===== config.mk =====
export PLATFORM = sky130hd
export DESIGN_NAME = irq_nest_ctrl
export DESIGN_NICKNAME = d
export VERILOG_FILES = /design/src/rtl/irq_nest_pkg.sv /design/src/rtl/irq_flag_bank.sv /design/src/rtl/irq_sfr_regs.sv /design/src/rtl/irq_arbiter.sv /design/src/rtl/irq_inservice.sv /design/src/rtl/irq_nest_ctrl.sv
export SDC_FILE = /design/constraint.sdc
export NUM_CORES = 1
export LEC_CHECK = 0
export CAP_MARGIN = 30
export CORE_ASPECT_RATIO = 2
export CORE_MARGIN = 4
export CORE_UTILIZATION = 50
export CTS_BUF_LIST = sky130_fd_sc_hd__clkbuf_4
export DETAILED_ROUTE_END_ITERATION = 7
export PLACE_DENSITY = 0.75
export SETUP_SLACK_MARGIN = 0.4
export SYNTH_ARGS = -nofsm -noshare
export SYNTH_HDL_FRONTEND = slang
export SYNTH_SLANG_ARGS = --single-unit

===== constraint.sdc =====
create_clock -name clk -period 3.2 [get_ports clk]
set_input_delay 0.32 -clock clk [delete_from_list [all_inputs] [get_ports clk]]
set_output_delay 0.32 -clock clk [all_outputs]
set_load 0.05 [all_outputs]

===== src/rtl/irq_nest_pkg.sv =====
package irq_nest_pkg;

    typedef enum logic [0:0] {
        S_POLL = 1'b0,
        S_CALL = 1'b1
    } irq_state_t;

    localparam int BASE_SRC = 5;
    localparam int SER_IDX  = 4;
    localparam int NREG     = 5;
    localparam int RW       = 8;

endpackage


===== src/rtl/irq_flag_bank.sv =====
module irq_flag_bank #(
    parameter int N       = 10,
    parameter int SER_POS = 4
) (
    input  logic         clk,
    input  logic         rst_n,
    input  logic [N-1:0] src_in,
    input  logic [N-1:0] ack_clr,
    input  logic         ser_clr,
    output logic [N-1:0] flags
);

    logic [N-1:0] prev_q;

    always_ff @(posedge clk) begin
        if (!rst_n) prev_q <= '0;
        else        prev_q <= src_in;
    end

    for (genvar i = 0; i < N; i++) begin : g_flag
        logic rise;
        logic drop;
        assign rise = src_in[i] & ~prev_q[i];
        if (i == SER_POS) begin : g_ser
            assign drop = ser_clr;
        end else begin : g_auto
            assign drop = ack_clr[i];
        end
        always_ff @(posedge clk) begin
            if (!rst_n) flags[i] <= 1'b0;
            else        flags[i] <= rise | (flags[i] & ~drop);
        end
    end

endmodule


===== src/rtl/irq_sfr_regs.sv =====
module irq_sfr_regs
    import irq_nest_pkg::*;
#(
    parameter int N = 10
) (
    input  logic          clk,
    input  logic          rst_n,
    input  logic          wr,
    input  logic [2:0]    addr,
    input  logic [RW-1:0] wdata,
    output logic [RW-1:0] rdata,
    output logic [N-1:0]  en_vec,
    output logic          glob_en,
    output logic [N-1:0]  pri_vec
);

    localparam int NX = N - BASE_SRC;

    logic [RW-1:0] regs_q [NREG];
    logic [2*RW-1:0] pri_word;

    for (genvar r = 0; r < NREG; r++) begin : g_reg
        always_ff @(posedge clk) begin
            if (!rst_n)                        regs_q[r] <= '0;
            else if (wr && addr == 3'(r))      regs_q[r] <= wdata;
        end
    end

    always_comb begin
        rdata = '0;
        if (int'(addr) < NREG) rdata = regs_q[addr];
    end

    assign glob_en  = regs_q[0][7];
    assign en_vec   = {regs_q[1][NX-1:0], regs_q[0][BASE_SRC-1:0]};
    assign pri_word = {regs_q[4], regs_q[3]};
    assign pri_vec  = pri_word[N-1:0];

endmodule


===== src/rtl/irq_arbiter.sv =====
module irq_arbiter #(
    parameter int N  = 10,
    parameter int IW = 4
) (
    input  logic [N-1:0]  pend,
    input  logic [N-1:0]  pri,
    input  logic [1:0]    isr,
    output logic          valid,
    output logic [IW-1:0] idx,
    output logic          lvl
);

    logic         hi_ok;
    logic         lo_ok;
    logic [N-1:0] cand_hi;
    logic [N-1:0] cand_lo;
    logic [N-1:0] sel;

    always_comb begin
        hi_ok   = ~isr[1];
        lo_ok   = (isr == 2'b00);
        cand_hi = pend & pri & {N{hi_ok}};
        cand_lo = pend & ~pri & {N{lo_ok}};
        lvl     = |cand_hi;
        sel     = lvl ? cand_hi : cand_lo;
        valid   = |sel;
        idx     = '0;
        for (int i = N - 1; i >= 0; i--) begin
            if (sel[i]) idx = IW'(i);
        end
    end

endmodule


===== src/rtl/irq_inservice.sv =====
module irq_inservice (
    input  logic       clk,
    input  logic       rst_n,
    input  logic       set_en,
    input  logic       set_lvl,
    input  logic       reti,
    output logic [1:0] isr
);

    logic [1:0] nxt;

    always_comb begin
        nxt = isr;
        if (reti) begin
            if (nxt[1]) nxt[1] = 1'b0;
            else        nxt[0] = 1'b0;
        end
        if (set_en) nxt[set_lvl] = 1'b1;
    end

    always_ff @(posedge clk) begin
        if (!rst_n) isr <= 2'b00;
        else        isr <= nxt;
    end

endmodule


===== src/rtl/irq_nest_ctrl.sv =====
module irq_nest_ctrl
    import irq_nest_pkg::*;
#(
    parameter int NX       = 5,
    parameter int VW       = 16,
    parameter int VEC_BASE = 3,
    parameter int VEC_STEP = 8
) (
    input  logic                  clk,
    input  logic                  rst_n,
    input  logic [BASE_SRC+NX-1:0] src_in,
    input  logic                  ser_clr,
    input  logic                  insn_bnd,
    input  logic                  reti_exec,
    input  logic                  sfr_wr,
    input  logic [2:0]            sfr_addr,
    input  logic [7:0]            sfr_wdata,
    output logic [7:0]            sfr_rdata,
    output logic                  call_req,
    output logic [VW-1:0]         call_vec,
    input  logic                  call_ack
);

    localparam int NSRC = BASE_SRC + NX;
    localparam int IW   = $clog2(NSRC);

    irq_state_t     state_q;
    logic [IW-1:0]  win_idx_q;
    logic           win_lvl_q;

    logic [NSRC-1:0] flags;
    logic [NSRC-1:0] en_vec;
    logic [NSRC-1:0] pri_vec;
    logic [NSRC-1:0] pend;
    logic [NSRC-1:0] clr_vec;
    logic            glob_en;
    logic            arb_valid;
    logic [IW-1:0]   arb_idx;
    logic            arb_lvl;
    logic [1:0]      isr_q;
    logic            take;
    logic            ack_fire;

    irq_flag_bank #(.N(NSRC), .SER_POS(SER_IDX)) u_flags (
        .clk     (clk),
        .rst_n   (rst_n),
        .src_in  (src_in),
        .ack_clr (clr_vec),
        .ser_clr (ser_clr),
        .flags   (flags)
    );

    irq_sfr_regs #(.N(NSRC)) u_regs (
        .clk     (clk),
        .rst_n   (rst_n),
        .wr      (sfr_wr),
        .addr    (sfr_addr),
        .wdata   (sfr_wdata),
        .rdata   (sfr_rdata),
        .en_vec  (en_vec),
        .glob_en (glob_en),
        .pri_vec (pri_vec)
    );

    assign pend = flags & en_vec & {NSRC{glob_en}};

    irq_arbiter #(.N(NSRC), .IW(IW)) u_arb (
        .pend  (pend),
        .pri   (pri_vec),
        .isr   (isr_q),
        .valid (arb_valid),
        .idx   (arb_idx),
        .lvl   (arb_lvl)
    );

    irq_inservice u_isr (
        .clk     (clk),
        .rst_n   (rst_n),
        .set_en  (ack_fire),
        .set_lvl (win_lvl_q),
        .reti    (reti_exec),
        .isr     (isr_q)
    );

    assign take = insn_bnd && !reti_exec && !sfr_wr && arb_valid;

    always_ff @(posedge clk) begin
        if (!rst_n) begin
            state_q   <= S_POLL;
            win_idx_q <= '0;
            win_lvl_q <= 1'b0;
        end else begin
            unique case (state_q)
                S_POLL: begin
                    if (take) begin
                        state_q   <= S_CALL;
                        win_idx_q <= arb_idx;
                        win_lvl_q <= arb_lvl;
                    end
                end
                S_CALL: begin
                    if (call_ack) state_q <= S_POLL;
                end
                default: state_q <= S_POLL;
            endcase
        end
    end

    always_comb begin
        call_req = 1'b0;
        ack_fire = 1'b0;
        clr_vec  = '0;
        call_vec = VW'(VEC_BASE + int'(win_idx_q) * VEC_STEP);
        unique case (state_q)
            S_POLL: call_req = 1'b0;
            S_CALL: begin
                call_req = 1'b1;
                ack_fire = call_ack;
                if (call_ack) clr_vec = NSRC'(1) << win_idx_q;
            end
            default: call_req = 1'b0;
        endcase
    end

endmodule


==> results.toml <==
[yosys]
synth_ff_type = "edfxtp_1"
syn_area_sq_um = 3440
ys_seq_area_share_pct = 51.2
synth_warnings = 0
async_reset_ff_share_pct = 0
yosysUniqueCellTypes = 52
synth_edf_count = 40
synth-seq-cells = 68
syn_avg_cell_area_sq_um = 10.4
synthCells = 332

[final_layout]
syn2layout_area_growth_pct = 18.8
final_nets = 404
multiInputGateArea_sq_um = 1520
drive_above_1_share_pct = 11.0
final_area_sq_um = 4090
utilization_pct = 61.3
n_fill_cell = 620
regArea_sq_um = 1760

[power_and_ir_drop]
p_per_area_nw_per_um2 = 446
vdd_ir_drop_max_mv = 0.319
power.leakage_nw = 1.53

[clock_network]
h-tree-depth = 3
cts_resized = 0
clock_latency_ps = 420
clockBufferDepth = 2
numCtsBuffers = 9
ctsHoldBuffers = 0
clkTransAtPathRegs_ps = 100
cts_root_buf = "clkbuf_4"
cts_setup_buffers = 0
cts.sinks = 68
cts_tree = "built"

[setup_path]
cp_data_arrival_time_ps = 2280
critPathMaxFanout = 14
critical_path_class = "in -> out"
cp.required_ps = 2880
cp-end-kind = "output port"
crit_path_start_kind = "primary input"

[die]
fp.dieH_microns = 125
ios = 53
rows = 42
initial_core_util_pct = 51.6
coreArea_sq_um = 6670
die_w_microns = 66.7
dieArea_sq_um = 8360

[placement]
place_area_sq_um = 3980
hpwl_microns = 6780
io_buffers = 40
globalplace.congestion = 0.923

[detailed_routing]
dr.first_iter.drc_count = 161
drc_errors = 0
antenna_left = 0
wirelength_microns = 8510
wl_per_cell_microns = 18.1
vias = 2637
via_per_inst = 5.61
dr.pass1.iters = 4

[timing]
rsz0062_at_grt = "false"
fin_crit_ps = 2600
slew_viol_final = 0
fin_skew_ps = 5.29
finalHoldViolations = 0
timing.hold.ws_ps = 493
post-route-period-util_pct = 81.3
max_freq_ghz = 0.384
finalSetupTns_ps = 0
relSlewSlack_pct = 29.8
setup_viol = 0
tightest_slew_ps = 1040

[run_status]
status = "finished clean"

[global_routing]
grt_pass1_vias = 2627
grt_pass1_wl_microns = 13300
grt.overflow.total = 0
antenna_found_initial = 1
grtUsageTotal_pct = 22.4
grt_max_degree = 36

[run]
maxCapViolCount = 0

[worst_hold_path]
hp-class = "in -> reg"
final timing paths:
kind                        from               end  slack [ps]  cells after the start
max                  sfr_addr[0]      sfr_rdata[2]         600                      5
min reg2reg     u_flags.flags[3]  u_flags.flags[3]         490                      2
max reg2reg  u_regs.regs_q[0][3]         win_lvl_q         630                      8
min                    src_in[5]  u_flags.flags[5]         490                      3
kinds of logic (layout without fill, tap and decap cells):
logic type | after synthesis | count (layout) | share of synthesized area [%]
other | 2 | 13 | 0.218
buffers and inverters | 38 | 77 | 5.70
DFF | 68 | 68 | 51.2
muxes | 9 | 9 | 5.52
AOI/OAI and AO/OA | 71 | 71 | 14.1
and+or+nand+nor | 144 | 144 | 23.3
stage by stage:
stage / setup WS [ps] / total power [mW] / instances
3_3_place_gp: 596 / 1.38 / 453
5_1_grt: 487 / 1.91 / 470
6_report: 599 / 1.83 / 470
2_1_floorplan: 524 / 1.24 / 342
4_1_cts: 568 / 1.84 / 469
3_5_place_dp: 574 / 1.38 / 453
cell type report:
class / count / area share [%]
Sequential cell: 68 / 43.1
Multi-Input combinational cell: 236 / 37.2
Timing Repair Buffer: 46 / 12.8
Tap cell: 88 / 2.69
Clock buffer: 11 / 2.02
Inverter: 15 / 1.38
Clock inverter: 5 / 0.704
Antenna cell: 1 / 0.0612
flip-flops by register name, summed over array words and instances (netlist names):
name and flops:
u_isr.isr 2, u_flags.prev_q 10, u_regs.regs_q 40, win_idx_q 4, u_flags.flags 10, win_lvl_q 1
state_q 1
critical path, cell delays in order:
cell             delay, ps
clkdlybuf4s50_1        910
mux4_2                 650
inv_1                   70
o21ai_0                130
buf_12                 200
synthesized netlist by cell type (5+ instances only):
master / number / area (sq um)
o21ai_0: 26 / 130
inv_1: 15 / 56.3
nand2b_1: 14 / 87.6
a21boi_0: 9 / 67.6
dfxtp_1: 28 / 561
nor2b_1: 6 / 37.5
nor3_1: 6 / 30.0
nand3_1: 10 / 50.1
mux4_2: 8 / 180
nand2_1: 28 / 105
clkbuf_1: 9 / 33.8
edfxtp_1: 40 / 1200
buf_4: 12 / 90.1
a31oi_1: 5 / 31.3
nor2_1: 11 / 41.3
and2_1: 53 / 332
report_power, final:
part | internal, mW | leakage [nW] | switching, mW
Combinational | 0.145 | 0.851 | 0.198
Clock | 0.172 | 0.0603 | 0.292
Sequential | 0.978 | 0.618 | 0.0407
layout by cell type (no fill, tap or decap), drive strengths merged, types with 2 or more instances in the layout:
cell type,synthesis,layout
conb,2,12
nand3b,2,2
a31o,2,2
edfxtp,40,40
buf,14,14
o21a,2,2
clkinvlp,0,2
a21boi,9,9
nor4,2,2
nand2b,14,14
o31ai,5,5
nand3,11,11
nor2b,6,6
nand2,28,28
clkinv,0,3
a21oi,4,4
inv,15,15
o21ai,27,27
and3,4,4
clkbuf,9,11
nor3,6,6
and2,53,53
a41oi,2,2
o22ai,2,2
clkdlybuf4s50,0,32
a31oi,5,5
dfxtp,28,28
o22a,2,2
nand4,2,2
nor2,11,11
mux4,8,8
routing by layer:
metal	part of all wire (%)	vias to the layer above	global-route usage (%)
li1	-	1253	-
met1	31	1242	20.8
met2	55	97	38.9
met3	5.5	45	6.10
met4	8.4	0	17.7
met5	0	-	0
Power figures use the tool's default switching activity.
